===== src/rtl/lsu_pkg.sv =====
package lsu_pkg;

    typedef enum logic [1:0] {
        IDX_PLAIN = 2'd0,
        IDX_PRE   = 2'd1,
        IDX_POST  = 2'd2,
        IDX_ALT   = 2'd3
    } idx_mode_e;

    typedef enum logic [1:0] {
        SZ_BYTE  = 2'd0,
        SZ_HALF  = 2'd1,
        SZ_WORD  = 2'd2,
        SZ_DWORD = 2'd3
    } acc_size_e;

endpackage


===== src/rtl/lsu_addr_gen.sv =====
module lsu_addr_gen
    import lsu_pkg::*;
#(
    parameter int XLEN = 32,
    parameter int OFFW = 13
) (
    input  logic [XLEN-1:0] base_i,
    input  logic [XLEN-1:0] pc_i,
    input  logic            pc_rel_i,
    input  logic [OFFW-1:0] offset_i,
    input  idx_mode_e       mode_i,
    output logic [XLEN-1:0] eff_addr_o,
    output logic [XLEN-1:0] upd_base_o,
    output logic            upd_req_o
);

    logic [XLEN-1:0] sel_base;
    logic [XLEN-1:0] off_ext;
    logic [XLEN-1:0] sum;

    always_comb begin
        sel_base   = pc_rel_i ? pc_i : base_i;
        off_ext    = {{(XLEN-OFFW){offset_i[OFFW-1]}}, offset_i};
        sum        = sel_base + off_ext;
        eff_addr_o = (mode_i == IDX_POST) ? sel_base : sum;
        upd_base_o = sum;
        upd_req_o  = !pc_rel_i && ((mode_i == IDX_PRE) || (mode_i == IDX_POST));
    end

endmodule


===== src/rtl/lsu_store_fmt.sv =====
module lsu_store_fmt
    import lsu_pkg::*;
#(
    parameter int XLEN = 32
) (
    input  acc_size_e                     size_i,
    input  logic [$clog2(XLEN/4)-1:0]     lane_i,
    input  logic [XLEN-1:0]               wlo_i,
    input  logic [XLEN-1:0]               whi_i,
    output logic [XLEN/4-1:0]             be_o,
    output logic [2*XLEN-1:0]             wdata_o,
    output logic                          misaligned_o
);

    localparam int BUS_BYTES = XLEN / 4;
    localparam int LANEW     = $clog2(BUS_BYTES);
    localparam int REG_BYTES = XLEN / 8;

    logic [LANEW-1:0]     size_m1;
    logic [BUS_BYTES-1:0] lane_mask;
    logic [2*XLEN-1:0]    src;

    always_comb begin
        src = {whi_i, wlo_i};
        unique case (size_i)
            SZ_BYTE: begin
                size_m1   = '0;
                lane_mask = BUS_BYTES'(1);
            end
            SZ_HALF: begin
                size_m1   = LANEW'(1);
                lane_mask = BUS_BYTES'(3);
            end
            SZ_WORD: begin
                size_m1   = LANEW'(REG_BYTES - 1);
                lane_mask = BUS_BYTES'({REG_BYTES{1'b1}});
            end
            default: begin
                size_m1   = LANEW'(BUS_BYTES - 1);
                lane_mask = {BUS_BYTES{1'b1}};
            end
        endcase
        misaligned_o = |(lane_i & size_m1);
        be_o         = lane_mask << lane_i;
    end

    for (genvar gi = 0; gi < BUS_BYTES; gi++) begin : g_lane
        logic [LANEW-1:0] src_sel;
        always_comb begin
            src_sel                = LANEW'(gi) & size_m1;
            wdata_o[8*gi +: 8]     = src[{src_sel, 3'b000} +: 8];
        end
    end

endmodule


===== src/rtl/lsu_load_extract.sv =====
module lsu_load_extract
    import lsu_pkg::*;
#(
    parameter int XLEN = 32
) (
    input  acc_size_e                     size_i,
    input  logic [$clog2(XLEN/4)-1:0]     lane_i,
    input  logic [2*XLEN-1:0]             rdata_i,
    output logic [XLEN-1:0]               lo_o,
    output logic [XLEN-1:0]               hi_o
);

    logic [2*XLEN-1:0] shifted;

    always_comb begin
        shifted = rdata_i >> {lane_i, 3'b000};
        hi_o    = '0;
        unique case (size_i)
            SZ_BYTE:  lo_o = {{(XLEN-8){1'b0}},  shifted[7:0]};
            SZ_HALF:  lo_o = {{(XLEN-16){1'b0}}, shifted[15:0]};
            SZ_WORD:  lo_o = shifted[XLEN-1:0];
            default: begin
                lo_o = rdata_i[XLEN-1:0];
                hi_o = rdata_i[2*XLEN-1:XLEN];
            end
        endcase
    end

endmodule


===== src/rtl/lsu_agu_top.sv =====
module lsu_agu_top
    import lsu_pkg::*;
#(
    parameter int XLEN = 32,
    parameter int OFFW = 13
) (
    input  logic                 clk,
    input  logic                 rst_n,
    input  logic                 req_valid,
    input  logic                 req_store,
    input  logic [1:0]           req_mode,
    input  logic [1:0]           req_size,
    input  logic                 req_pc_rel,
    input  logic [XLEN-1:0]      req_base,
    input  logic [XLEN-1:0]      req_pc,
    input  logic [OFFW-1:0]      req_offset,
    input  logic [XLEN-1:0]      req_wdata_lo,
    input  logic [XLEN-1:0]      req_wdata_hi,
    output logic                 mem_req,
    output logic                 mem_we,
    output logic [XLEN-1:0]      mem_addr,
    output logic [XLEN/4-1:0]    mem_be,
    output logic [2*XLEN-1:0]    mem_wdata,
    input  logic [2*XLEN-1:0]    mem_rdata,
    output logic                 rsp_valid,
    output logic [XLEN-1:0]      rsp_load_lo,
    output logic [XLEN-1:0]      rsp_load_hi,
    output logic                 wb_en,
    output logic [XLEN-1:0]      wb_value,
    output logic                 align_fault
);

    localparam int BUS_BYTES = XLEN / 4;
    localparam int LANEW     = $clog2(BUS_BYTES);

    typedef struct packed {
        logic             valid;
        logic             store;
        acc_size_e        size;
        logic [LANEW-1:0] lane;
        logic             wb;
        logic [XLEN-1:0]  wb_val;
        logic             fault;
    } rsp_state_t;

    rsp_state_t st_d, st_q;

    idx_mode_e            mode;
    acc_size_e            size;
    logic [XLEN-1:0]      eff_addr;
    logic [XLEN-1:0]      upd_base;
    logic                 upd_req;
    logic [BUS_BYTES-1:0] fmt_be;
    logic [2*XLEN-1:0]    fmt_wdata;
    logic                 misaligned;
    logic                 accept;
    logic [XLEN-1:0]      ext_lo;
    logic [XLEN-1:0]      ext_hi;

    assign mode = idx_mode_e'(req_mode);
    assign size = acc_size_e'(req_size);

    lsu_addr_gen #(.XLEN(XLEN), .OFFW(OFFW)) u_addr_gen (
        .base_i     (req_base),
        .pc_i       (req_pc),
        .pc_rel_i   (req_pc_rel),
        .offset_i   (req_offset),
        .mode_i     (mode),
        .eff_addr_o (eff_addr),
        .upd_base_o (upd_base),
        .upd_req_o  (upd_req)
    );

    lsu_store_fmt #(.XLEN(XLEN)) u_store_fmt (
        .size_i       (size),
        .lane_i       (eff_addr[LANEW-1:0]),
        .wlo_i        (req_wdata_lo),
        .whi_i        (req_wdata_hi),
        .be_o         (fmt_be),
        .wdata_o      (fmt_wdata),
        .misaligned_o (misaligned)
    );

    lsu_load_extract #(.XLEN(XLEN)) u_load_extract (
        .size_i  (st_q.size),
        .lane_i  (st_q.lane),
        .rdata_i (mem_rdata),
        .lo_o    (ext_lo),
        .hi_o    (ext_hi)
    );

    // Next-state and request-side outputs
    always_comb begin
        accept       = req_valid && !misaligned;
        st_d         = '0;
        st_d.valid   = accept;
        st_d.store   = accept && req_store;
        st_d.size    = accept ? size : SZ_BYTE;
        st_d.lane    = accept ? eff_addr[LANEW-1:0] : '0;
        st_d.wb      = accept && upd_req;
        st_d.wb_val  = (accept && upd_req) ? upd_base : '0;
        st_d.fault   = req_valid && misaligned;

        mem_req   = accept;
        mem_we    = accept && req_store;
        mem_addr  = accept ? {eff_addr[XLEN-1:LANEW], {LANEW{1'b0}}} : '0;
        mem_be    = accept ? fmt_be : '0;
        mem_wdata = (accept && req_store) ? fmt_wdata : '0;
    end

    always_ff @(posedge clk) begin
        if (!rst_n) st_q <= '0;
        else        st_q <= st_d;
    end

    always_comb begin
        rsp_valid   = st_q.valid;
        rsp_load_lo = (st_q.valid && !st_q.store) ? ext_lo : '0;
        rsp_load_hi = (st_q.valid && !st_q.store) ? ext_hi : '0;
        wb_en       = st_q.wb;
        wb_value    = st_q.wb_val;
        align_fault = st_q.fault;
    end

    // Plain (and alternate plain) mode never updates the base
    assert_plain_no_wb_R1: assert property (@(posedge clk) disable iff (!rst_n)
        (mem_req && (req_mode == 2'd0 || req_mode == 2'd3)) |=> !wb_en);

    // Pre/post update with a register base always writes back
    assert_update_wb_R2: assert property (@(posedge clk) disable iff (!rst_n)
        (mem_req && !req_pc_rel && (req_mode == 2'd1 || req_mode == 2'd2)) |=> wb_en);

    // Program-counter base is never written back
    assert_pc_no_wb_R5: assert property (@(posedge clk) disable iff (!rst_n)
        (mem_req && req_pc_rel) |=> !wb_en);

    // Lane count follows the size code
    assert_be_count_R6: assert property (@(posedge clk) disable iff (!rst_n)
        mem_req |-> ($countones(mem_be) == (1 << req_size)));

    // A refused request shows up as a fault in the next cycle, with nothing else
    assert_refused_faults_R10: assert property (@(posedge clk) disable iff (!rst_n)
        (req_valid && !mem_req) |=> (align_fault && !rsp_valid && !wb_en));

    // Responses only follow an issued memory access
    assert_rsp_after_req_R11: assert property (@(posedge clk) disable iff (!rst_n)
        rsp_valid |-> $past(mem_req));

    // Writeback is only ever signalled together with a response
    assert_wb_with_rsp_R11: assert property (@(posedge clk) disable iff (!rst_n)
        wb_en |-> rsp_valid);

endmodule


===== config.mk =====
export PLATFORM = sky130hd
export DESIGN_NAME = lsu_agu_top
export DESIGN_NICKNAME = d
export VERILOG_FILES = /design/src/rtl/lsu_pkg.sv /design/src/rtl/lsu_addr_gen.sv /design/src/rtl/lsu_store_fmt.sv /design/src/rtl/lsu_load_extract.sv /design/src/rtl/lsu_agu_top.sv
export SDC_FILE = /design/constraint.sdc
export NUM_CORES = 1
export LEC_CHECK = 0
export BUFFER_PORTS_ARGS = -buffer_cell sky130_fd_sc_hd__buf_4
export CAP_MARGIN = 10
export CORE_AREA = 2 2 163 165
export CTS_BUF_LIST = sky130_fd_sc_hd__clkbuf_2 sky130_fd_sc_hd__clkbuf_4 sky130_fd_sc_hd__clkbuf_8
export DETAILED_ROUTE_END_ITERATION = 6
export DIE_AREA = 0 0 165 167
export GPL_ROUTABILITY_DRIVEN = 0
export PLACE_DENSITY = 0.58
export SYNTH_ARGS = -nofsm -noshare
export SYNTH_HDL_FRONTEND = slang
export SYNTH_SLANG_ARGS = --single-unit

===== constraint.sdc =====
create_clock -name clk -period 3.6 [get_ports clk]
set_input_delay 0.18 -clock clk [delete_from_list [all_inputs] [get_ports clk]]
set_output_delay 0.18 -clock clk [all_outputs]
set_load 0.005 [all_outputs]

# [Word level (Yosys, flattened, before mapping)]
# Index checks and enable logic that the tools add are counted.
[op_classes] n_eq_ne=6 addsub=1 bitwise=1 muxes=11 reduce_logical=16 shifts=9
[ops] cell="64-bit by 7-bit variable part select with 8-bit output" count=4
[ops] cell="32-bit 2-to-1 mux" count=6
[ops] cell="64-bit by 6-bit variable part select with 8-bit output" count=2
[ops] cell="32-bit one-hot mux with 3 select lines" count=1
[ops] cell="64-bit 2-to-1 mux" count=1
[ops] cell="64-bit by 5-bit variable part select with 8-bit output" count=1
[ops] cell="64-bit by 6-bit right shift with 32-bit output" count=1
[ops] cell="32-bit adder" count=1
[ops] cell="8-bit one-hot mux with 3 select lines" count=1
[ops] cell="3-bit one-hot mux with 3 select lines" count=1
[ops] cell="8-bit 2-to-1 mux" count=1
[ops] cell="8-bit by 3-bit << shifter with 8-bit output" count=1
[ops] cell="2-bit by 1-bit equality test with 1-bit output, second input constant" count=3
[ops] cell="2-bit equality test, second input constant" count=3
[ops] cell="1-bit logical AND" count=6
[ops] cell="3-bit OR reduction" count=2
[ops] cell="2-bit logical NOT" count=2
[ops] cell="2-bit AND reduction" count=2
[ops] cell="3-bit AND" count=1
[ops] cell="1-bit logical NOT" count=3
[ops] cell="1-bit logical OR" count=1
[totals] ff_bits=41 output_inout_bits=205 elab_cells=51 input_bits=214

# [Depth between registers and ports, before layout]
# Gate-level depths: netlist (run 1).
[logic_depth] ltp_word=9 ltp_mapped=14 ltp_nobuf=13

# [Cells and area by module]
# A second synthesis (run 1) with hierarchy kept.
[hier_totals] cells_unflattened=1056 hier_area_um2=8295.5
[modules_own_cells] mod="lsu_agu_top" area_per_inst_um2=2493.6 seq_area_each_um2=820.8 n_inst=1 cells_per_inst=307
[modules_own_cells] mod="lsu_addr_gen" area_per_inst_um2=2394.8 seq_area_each_um2=0.0 n_inst=1 cells_per_inst=298
[modules_own_cells] mod="lsu_load_extract" area_per_inst_um2=2187.1 seq_area_each_um2=0.0 n_inst=1 cells_per_inst=276
[modules_own_cells] mod="lsu_store_fmt" area_per_inst_um2=1219.9 seq_area_each_um2=0.0 n_inst=1 cells_per_inst=175

# [Worst setup path after synthesis (run 1)]
# No wires, ideal clock.
[synth_timing] path_kind="input -> output" from="in req_pc_rel" to="out mem_addr[26]" required_time_ps=3420 cell_stages=13 n_path_buf=4 t_arrival_ps=3124 slack_ps=296 cell_sequence="buf_6 clkbuf_1 clkbuf_1 mux2_2 ha_1 clkbuf_1 nand2_1 o21ai_0 nor2_1 a21o_1 a211oi_1 nor3_1 o31ai_1"
[synth_via] elab_chain_len=8
[synth_lines] element="from (decl)" line="lsu_agu_top.sv:13" source="input logic req_pc_rel,"
[synth_lines] element="32-bit 2-to-1 mux *" line="lsu_addr_gen.sv:22" source="sel_base = pc_rel_i ? pc_i : base_i;"
[synth_lines] element="32-bit adder" line="lsu_addr_gen.sv:24" source="sum = sel_base + off_ext;"
[synth_lines] element="32-bit 2-to-1 mux *" line="lsu_addr_gen.sv:25" source="eff_addr_o = (mode_i == IDX_POST) ? sel_base : sum;"
[synth_lines] element="3-bit AND" line="lsu_store_fmt.sv:43" source="misaligned_o = |(lane_i & size_m1);"
[synth_lines] element="3-bit OR reduction" line="lsu_store_fmt.sv:43"
[synth_lines] element="1-bit logical NOT" line="lsu_agu_top.sv:94" source="accept = req_valid && !misaligned;"
[synth_lines] element="1-bit logical AND" line="lsu_agu_top.sv:94"
[synth_lines] element="32-bit 2-to-1 mux *" line="lsu_agu_top.sv:106" source="mem_addr = accept ? {eff_addr[XLEN-1:LANEW], {LANEW{1'b0}}} : '0;"
[synth_lines] element="to (decl)" line="lsu_agu_top.sv:21" source="output logic [XLEN-1:0] mem_addr,"
# Mark *: on every way between the ends. The rest lies on a longest branch, timed or not.

# [Worst setup path after layout (run 1)]
[layout_timing] from="in req_pc_rel" to="out mem_wdata[47]"
[layout_via] elab_chain_len=9
[layout_lines] element="32-bit 2-to-1 mux *" line="lsu_addr_gen.sv:22"
[layout_lines] element="32-bit adder" line="lsu_addr_gen.sv:24"
[layout_lines] element="32-bit 2-to-1 mux *" line="lsu_addr_gen.sv:25"
[layout_lines] element="3-bit AND *" line="lsu_store_fmt.sv:43"
[layout_lines] element="3-bit OR reduction *" line="lsu_store_fmt.sv:43"
[layout_lines] element="1-bit logical NOT *" line="lsu_agu_top.sv:94"
[layout_lines] element="1-bit logical AND *" line="lsu_agu_top.sv:94"
[layout_lines] element="1-bit logical AND *" line="lsu_agu_top.sv:108" source="mem_wdata = (accept && req_store) ? fmt_wdata : '0;"
[layout_lines] element="64-bit 2-to-1 mux *" line="lsu_agu_top.sv:108"
[layout_lines] element="to (decl)" line="lsu_agu_top.sv:23" source="output logic [2*XLEN-1:0] mem_wdata,"
# Marked as above.

==> results of run 1 <==
## state kept, by name (all words and copies together) (netlist names)
register	count
align_fault	1
rsp_valid	1
st_q	6
wb_en	1
wb_value	32
## metal layers
| metal | global-route usage (%) | vias to the layer above |
|---|---|---|
| li1 | - | 4350 |
| met1 | 27.1 | 4161 |
| met2 | 39.9 | 388 |
| met3 | 4.41 | 34 |
| met4 | 4.84 | 0 |
| met5 | 0 | - |
## cells by family (layout without fill, tap and decap cells)
kind of cell	Yosys count	count (layout)
xor gates and xnor gates	29	29
adders and majority gates	33	33
muxes	151	151
DFF	41	41
and+or+nand+nor	367	367
other	1	3
AOI/OAI and AO/OA	263	263
buffers and inverters	144	478
## power breakdown
group / total, mW / internal [mW] / leakage (nW) / switching [mW]
logic: 1.41 / 0.670 / 4.54 / 0.737
registers: 0.488 / 0.465 / 0.333 / 0.0228
clock network: 0.341 / 0.156 / 0.0512 / 0.185
total: 2.24 / 1.29 / 4.92 / 0.945
## worst paths after layout
| path | start | end | slack (ps) | depth (start not counted) |
|---|---|---|---|---|
| worst max-delay path | req_pc_rel | mem_wdata[47] | 140 | 14 |
| worst min-delay path | req_valid | align_fault | 130 | 3 |
## synth_stat cells, drive strengths merged, types with 23 or more instances
| cell type | n |
|---|---|
| nor2 | 114 |
| nand2 | 100 |
| a21oi | 91 |
| mux2i | 81 |
| clkbuf | 65 |
| o21ai | 61 |
| buf | 53 |
| mux2 | 46 |
| dfxtp | 41 |
| and2 | 37 |
| a211oi | 33 |
| ha | 32 |
| and3 | 26 |
| inv | 25 |
| mux4 | 24 |
| nand3 | 23 |
## worst max-delay path, stage by stage
cell and delay, ps:
buf_4 300, mux2_4 230, ha_1 180, inv_1 60
fa_1 400, xor2_1 250, mux2i_1 180, a22oi_2 200
nand3_2 110, inv_1 80, nand2_1 310, buf_4 360
a211oi_1 260, buf_4 170
## through the flow
step                total power [mW]  util (%)  hold slack, ps  setup WS (ps)
CTS                             2.24      41.4             111           91.1
global route                    2.40      41.4             123           -101
global placement                1.89      41.1             474            103
detailed placement              1.89      41.1             458            112
finish                          2.24      41.4             133            144
floorplan                       1.31         -             296            296
## area by class of cell
class / count / share of cell area [%]
clock buffer: 6 / 0.773
clock inverter: 2 / 0.129
inverter: 26 / 0.914
multi-input combinational: 846 / 55.3
sequential: 41 / 7.75
tap: 335 / 3.93
timing repair buffer: 444 / 31.2
==> metrics.md, run 1 <==
| Metric | Value |
|---|---|
| Outcome | completed |
| Wire length on met1 | 12900 µm |
| Post-layout min period | 3460 ps |
| Seq/Total Area, Yosys | 11.1% |
| Maximum VDD drop | 140 µV |
| CTS tree | done |
| Worst Hold Class | primary input to register |
| Post-CTS Setup Bufs | 0 |
| Final nets | 1611 |
| Die Footprint | 27600 µm² |
| Post-Syn Area | 7420 µm² |
| Post-Layout Inst Area | 10700 µm² |
| P_leak | slightly below 5 nW |
| Top FF cell, synth | dfxtp_1 |
| #FFs+latches synth | 41 |
| First-pass GRT wire length | ~48000 µm |
| Die Height | between 150 and 200 µm |
| Area contributors post-synth | dfxtp_1 (11%), mux2i_1 (11%), mux4_2 (7.3%) |
| DR pass1 iterations | 5 |
| I/O Pins | 419 |
| Fin. max-slew vios | 0 |
| Most common cell after layout, fill and taps aside | buf_4 |
| Setup crit end kind | primary output |
| Drt total wl | 32100 µm |
| Max Cap Violations | 0 |
| Footprint of the multi-input gates | 5900 µm² |
| Fmax | 289 MHz |
| Least-Margin Pin Slew | 822 ps |
| Synth Area in Adders | 5.67% |
| Hpwl dp | ~26000 µm |
| RSZ-0062 raised after global routing | yes |
| Drc violations | 0 |
| Asr flop ratio synth | 0% |
| Crit-path max FO | 28 |
| Clk slew on worst S/H paths | 80 ps |
| Leading area contributor after synthesis | dfxtp_1 |
| Highest metal used | met4 |
| CTS Buf Count | 5 |
| Grt total ovfl | 0 |
| H-tree Lvls | 2 |
| Pin count of the biggest net entering global routing | 55 |
| Layout cells sized above 1 | 38.9% |
| Dpl cell area | 10600 µm² |
| IO buf count | 415 |
| Hold buffers post-CTS | 0 |
| Max clock buf depth | 2 |
| Initial antenna violation count | 0 |
| Most frequent cells in the layout | buf_4 (444), nor2_1 (114), nand2_1 (100) |
| Hold Violations, Final | 0 |
| Number of flops mapped to enable cells by yosys | 0 |
| Yosys cell types | between 50 and 60 |
| Fillers | 2750 |
| WS Path Type | primary input to primary output |
| Core Area | 25800 µm² |
| Worst Setup Start Kind | primary input |
| Number of global-route vias before repair | 8609 |
| Post-synthesis compound-gate area fraction | 21.5% |
| Average cell area after synthesis | about 7.2 µm² |
| CTS Root Cell | clkbuf_8 |
| Final period utilization | 96.0% |
| Routed wl met2 | 16100 µm |
| Syn. warnings | 0 |
| CP required | 3420 ps |
| Setup TNS | 0 ps |
| PwrDens | between 200 and 250 nW/µm² |
| Share of the synthesized area in the top cell type | around 11% |
| Layout area overhead | 44.0% |
| Worst EP arrival | around 3300 ps |
| Mux cell area share after synthesis | between 20% and 30% |
| Slew margin rel. | 45.2% |
| # resized after CTS | 0 |
| DR iter-0 viols | 674 |
| Mapped Cells | 1029 |
| Drt wl/cell | 18.9 µm |
| Vias per cell | 5.25 |
| Post-Synth Simple-Gate Area | 23.5% |
| Routed met3 length | 2530 µm |
| Cell Rows | 59 |
| Total GRT Usage | 22.2% |
| FF/Latch Area | ~830 µm² |
| Initial Utilization | 28.8% |
| # placed instances | 1692 |
| Post-DRT Antenna Nets | 0 |
| Via count | 8933 |
| Sink Count | 41 |
| Die width | 165 µm |
| Synth Area in XOR/XNOR | ~3.4% |
| Count of final setup violators | 0 |
| Largest family of logic cells by synthesized area | multiplexers |
| Final non-filler cell total | ~1.7k |
| Ant. Diodes | 0 |
Note: power is estimated with default switching activity, not from simulation.
==> run 2: changes to the inputs <==
Clock period 3.6 ns to 3.7 ns, I/O delays scaled along.
==> run 2 against run 1 <==
  * Die area did not move
  * Core utilization hardly changed
  * Highest routed layer unchanged
  * Final area fell by 0.11%
  * Largest cell class unchanged
  * Combinational power fell by 3%
==> metrics.md, run 2 (synthesized netlist as in run 1, its figures left out) <==
| Metric | Value |
|---|---|
| Most used cell, CP | buf_4 |
| CP Cell Sequence | buf_4 > buf_4 > mux2i_1 > buf_4 > fa_1 > xor2_1 > mux2i_1 > a22oi_2 > nand3_2 > inv_1 > buf_6 > nand2_1 > o31ai_1 > buf_4 |
| H-tree Lvls | 2 (unchanged) |
| Outcome | completed |
| Dpl ws | 172 ps (+60.1 ps) |
| Most frequent cells in the layout | buf_4 (442), nor2_1 (114), nand2_1 (99) |
| Slowest stage delay, CP | 420 ps (+20 ps) |
| CP required | 3510 ps (+90 ps) |
| Die Height | 167 µm (unchanged) |
| CP delay by family, top | buffers and inverters |
| WS Path Type | primary input to primary output |
| Die Footprint | 27600 µm² (unchanged) |
| Initial Utilization | 28.8% (unchanged) |
| Most common cell after layout, fill and taps aside | buf_4 |
| Hpwl dp | 25900 µm (about the same) |
| DR pass1 iterations | 6 (+1) |
| Number of global-route vias before repair | 8564 (-0.52%) |
| CTS tree | done |
| Max Cap Violations | 0 (unchanged) |
| Final non-filler cell total | 1699 (-0.059%) |
| Sink Count | 41 (unchanged) |
| Final core occ | 41.4% (-0.044 points) |
| Worst Setup Slack, final | 267 ps (+123 ps) |
| Drt wl/cell | 18.9 µm (+0.26%) |
| Worst path bufs/invs | 6 (+1) |
| Fmax | roughly 290 MHz |
| FF/Latch Area | 827 µm² (unchanged) |
| DR iter-0 viols | 695 (+3.1%) |
| Vias per cell | 5.24 (-0.22%) |
| Core Area | 25800 µm² (unchanged) |
| Clk slew on worst S/H paths | 80 ps (about the same) |
| Grt total ovfl | 0 (unchanged) |
| Post-CTS Setup Bufs | 0 (unchanged) |
| Setup TNS | 0 ps (unchanged) |
| Ant. Diodes | 0 (unchanged) |
| Post-layout min period | 3430 ps |
| Drt total wl | 32200 µm (+0.21%) |
| Hold Violations, Final | 0 (unchanged) |
| Max clock buf depth | 2 (unchanged) |
| First-pass GRT wire length | 48000 µm (-0.69%) |
| P_leak | 4.91 nW (-0.17%) |
| Crit-path max FO | 38 (+36%) |
| Worst Setup Start Kind | primary input |
| Least-Margin Pin Slew | 873 ps (+51.1 ps) |
| Fillers | 2719 (-1.1%) |
| CTS Buf Count | 5 (unchanged) |
| Critical Path Slowest Stage Cell | fa_1 |
| Die width | 165 µm (unchanged) |
| CTS Root Cell | clkbuf_8 |
| Number of flip-flops under the largest register name | 32 (unchanged) |
| Worst EP arrival | 3250 ps (-30 ps) |
| I/O Pins | 419 (unchanged) |
| Post-DRT Antenna Nets | 0 (unchanged) |
| Final nets | 1610 (-0.062%) |
| # placed instances | 1691 (-0.059%) |
| RSZ-0062 raised after global routing | no |
| Via count | 8908 (-0.28%) |
| Worst Hold Class | primary input to register |
| Slew margin rel. | 41.8% (-3.4 points) |
| Total GRT Usage | 22.0% (-0.17 points) |
| IO buf count | 415 (unchanged) |
| Layout cells sized above 1 | 38.9% (-0.045 points) |
| Maximum VDD drop | 152 µV (+8.5%) |
| Count of final setup violators | 0 (unchanged) |
| Fin. max-slew vios | 0 (unchanged) |
| Initial antenna violation count | 0 (unchanged) |
| Layout area overhead | 43.8% |
| Setup crit end kind | primary output |
| Footprint of the multi-input gates | 5910 µm² (about the same) |
| Final period utilization | ~93% |
| Pin count of the biggest net entering global routing | 66 (+20%) |
| PwrDens | 203 nW/µm² (-2.9%) |
| Cell Rows | 59 (unchanged) |
| Drc violations | 0 (unchanged) |
[run 2: area by class of cell]
type,count,share of cell area (%)
well taps,335,3.93
flip-flops and latches,41,7.75
multi-input cells,846,55.4
clock inverters,3,0.164
repair buffers,443,31.2
inverters,26,0.915
clock buffers,5,0.645
[run 2: path summary, 6_finish.rpt]
| path | depth (start not counted) | startpoint | end |
|---|---|---|---|
| hold / removal | 3 | req_valid | align_fault |
| setup / recovery | 14 | req_pc_rel | mem_addr[26] |
[run 2: metal layers]
layer / wire length, µm / GRT usage, % / vias up
met2: 15800 / 39.1 / 397
met5: 0 / 0 / -
li1: - / - / 4341
met4: 788 / 5.75 / 0
met1: 13200 / 27.3 / 4121
met3: 2320 / 3.66 / 49
[run 2: per-stage QoR]
step	hold WS, ps	area [µm²]	power [mW]
after global routing	161	10700	2.32
after global placement	487	10600	1.84
final	146	10700	2.17
after detailed placement	471	10600	1.85
after CTS	138	10700	2.17
after floorplan	301	7420	1.28
[run 2: power breakdown]
part	leakage (nW)	internal [mW]	switching [mW]	total, mW
Sequential	0.333	0.452	0.0231	0.475
Combinational	4.54	0.652	0.722	1.37
Clock	0.0439	0.131	0.189	0.320
[run 2: what timing repair did]
action	in CTS	in global routing
hold buffers	0	0
gates resized for setup	0	2
endpoints found under the setup margin	0	37
==> run 3: changes to the inputs <==
Settings changed: ABC_AREA from default to 1, CORE_AREA 2 2 163 165 to 2 2 165 167, DIE_AREA 0 0 165 167 to 0 0 167 169, PLACE_DENSITY 0.58 to 0.59.
==> run 3 against run 2 <==
  * Maximum frequency is 0.62% higher
  * Worst hold slack lost 22 ps
  * Sequential cell count stayed put
  * First-iteration DRC count increased by 16%
  * Setup slack improved by 21 ps
  * Sequential power down 4%
  * Count of clock-buffer cells in the layout did not move
  * Via count rose by 20%
  * Global-route usage increased by 1.6 points
  * Area after synthesis increased by 5.2%
  * Highest routed layer is now met5
==> metrics.md, run 3 <==
| Metric | Value |
|---|---|
| Most frequent cells in the layout | nand2_1 (603), buf_4 (433), nor2_1 (209) |
| Grt total ovfl | 0 (unchanged) |
| RSZ-0062 raised after global routing | no |
| Total GRT Usage | 23.6% (+1.6 points) |
| Fillers | 3015 (+11%) |
| Number of flip-flops under the largest register name | 32 (unchanged) |
| Most common cell in the netlist | nand2_1 |
| Setup TNS | 0 ps (unchanged) |
| Outcome | completed |
| CP delay by family, top | buffers and inverters |
| DR pass1 iterations | 5 (-1) |
| Slowest stage delay, CP | 400 ps (-20 ps) |
| CP Cell Sequence | buf_4 > inv_2 > nand2_1 > nand2_1 > ha_1 > inv_1 > fa_1 > xor2_1 > o21ai_2 > nand2_1 > nand3_2 > nor2_4 > nand2_2 > buf_4 > nor2_1 > buf_4 |
| Die Footprint | 28200 µm² (+2.4%) |
| Die width | 167 µm (+1.2%) |
| Clk slew on worst S/H paths | 80 ps (about the same) |
| CTS tree | done |
| Dpl ws | 310 ps (+138 ps) |
| Hold Path Stages | 3 (unchanged) |
| Hold Violations, Final | 0 (unchanged) |
| Drc violations | 0 (unchanged) |
| Worst Setup Slack, final | 288 ps (+21.2 ps) |
| Leading area contributor after synthesis | nand2_1 |
| Area contributors post-synth | nand2_1 (29%), dfxtp_1 (11%), nor2_1 (10%) |
| Syn. warnings | 0 (unchanged) |
| PwrDens | 211 nW/µm² (+4.0%) |
| Crit-path max FO | 34 (-11%) |
| Top FF cell, synth | dfxtp_1 |
| Fmax | 293 MHz (+0.62%) |
| CTS Root Cell | clkbuf_8 |
| First-pass GRT wire length | 53900 µm (+12%) |
| Yosys cell types | 35 (-39%) |
| WS Path Type | primary input to primary output |
| Slew margin rel. | 40.9% (-0.91 points) |
| Fin. max-slew vios | 0 (unchanged) |
| Maximum VDD drop | 136 µV (-11%) |
| Worst Hold Class | primary input to register |
| Asr flop ratio synth | 0% (unchanged) |
| P_leak | 6.42 nW (+31%) |
| Number of flops mapped to enable cells by yosys | 0 (unchanged) |
| Pin count of the biggest net entering global routing | 89 (+35%) |
| Post-CTS Setup Bufs | 0 (unchanged) |
| Drt total wl | 34900 µm (+8.5%) |
| I/O Pins | 419 (unchanged) |
| Max Cap Violations | 0 (unchanged) |
| Post-layout min period | 3410 ps (-21.2 ps) |
| #FFs+latches synth | 41 (unchanged) |
| Critical Path Slowest Stage Cell | fa_1 |
| Average cell area after synthesis | 4.92 µm² (-32%) |
| Min-Delay Endpoint | st_q[37] |
| Via count | 10.7k (+20%) |
| Worst path bufs/invs | 5 (-1) |
| Most common cell after layout, fill and taps aside | nand2_1 |
| Drt wl/cell | 15.4 µm (-19%) |
| Initial antenna violation count | 3 (+3) |
| Max clock buf depth | 2 (unchanged) |
| Post-DRT Antenna Nets | 0 (unchanged) |
| IO buf count | 415 (unchanged) |
| CP required | 3510 ps (about the same) |
| # resized after CTS | 0 (unchanged) |
| Vias per cell | 4.73 (-9.7%) |
| Die Height | 169 µm (+1.2%) |
| Final nets | 2166 (+35%) |
| Core Area | 26500 µm² (+2.9%) |
| Final period utilization | 92.2% (-0.57 points) |
| Worst Setup Start Kind | primary input |
| Hold buffers post-CTS | 0 (unchanged) |
| Share of the synthesized area in the top cell type | 29.1% (+18 points) |
| Least-Margin Pin Slew | 886 ps (+12.6 ps) |
| Initial Utilization | 29.4% (+0.66 points) |
| Seq/Total Area, Yosys | 10.5% (-0.55 points) |
| Layout area overhead | 41.3% |
| Cell Rows | 60 (+1.7%) |
| Setup crit end kind | primary output |
| Dpl cell area | 10900 µm² (+2.9%) |
| Post-Layout Inst Area | 11000 µm² (+3.4%) |
| Post-synth top cells | nand2_1 (604), nor2_1 (209), inv_1 (206), o21ai_0 (128), nand3_1 (95) |
| H-tree Lvls | 2 (unchanged) |
| Hpwl dp | 28700 µm (+10%) |
| Post-Syn Area | 7800 µm² (+5.2%) |
| Number of global-route vias before repair | 10.1k (+17%) |
| Sink Count | 41 (unchanged) |
| CTS Buf Count | 5 (unchanged) |
| Worst EP arrival | 3230 ps (-20 ps) |
| Final total power | 2.33 mW (+7.5%) |
| Layout cells sized above 1 | 23.8% (-15 points) |
| DR iter-0 viols | 805 (+16%) |
| Count of final setup violators | 0 (unchanged) |
| Mapped Cells | 1586 (+54%) |
| Worst Hold Launch | req_size[0] |
run 3: logic make-up after synthesis:
group	count (synthesis)	share of synthesized area [%]
AND/OR/NAND/NOR	953	48.7
buffers and inverters	320	18.0
AO/OA/AOI/OAI	214	14.5
flip-flops	41	10.5
adder cells (fa/ha/maj)	33	5.39
XOR/XNOR	16	1.80
multiplexers	8	1.03
other	1	0.0481
run 3: area by class of cell:
class,count,area [µm²],share of cell area [%]
Clock buffer,5,68.8,0.624
Timing Repair Buffer,433,3250,29.5
Inverter,211,792,7.18
Sequential cell,41,822,7.45
Multi-Input combinational cell,1227,5590,50.7
Antenna cell,4,10.0,0.0908
Tap cell,341,427,3.87
Clock inverter,3,68.8,0.624
run 3: layer usage:
| layer | part of all wire (%) | track usage, % | vias to the layer above |
|---|---|---|---|
| met5 | 0.046 | 0 | - |
| met4 | 2.2 | 6.26 | 2 |
| met3 | 7.1 | 4.14 | 50 |
| met2 | 47 | 40.9 | 404 |
| met1 | 44 | 30.2 | 4735 |
| li1 | - | - | 5529 |
run 3: how the worst max path moves through the flow:
stage	start	to	slack (ps)	cells after the start
finish	req_pc_rel	mem_wdata[15]	290	16
global route	req_pc_rel	mem_wdata[15]	5	16
CTS	req_pc_rel	mem_wdata[16]	310	16
detailed placement	req_pc_rel	mem_wdata[8]	310	16
global placement	req_pc_rel	mem_wdata[15]	420	16
floorplan	req_pc_rel	mem_wdata[54]	1300	16
run 3: worst min-delay path, stage by stage:
cell and delay, ps:
buf_4 130, inv_1 50, nor2_1 40
run 3: through the flow:
step                hold WS [ps]  util (%)  std cells
finish                       124      41.6       2265
global route                 118      41.6       2262
detailed placement           453      41.1       2253
global placement             455      41.1       2253
CTS                          105      41.6       2261
floorplan                    297         -       1588
run 3: power breakdown:
group          internal [mW]  switching, mW  total, mW
Combinational          0.582          0.833       1.41
Sequential             0.452        0.00556      0.458
Clock                  0.272          0.186      0.458
Total                   1.31           1.02       2.33
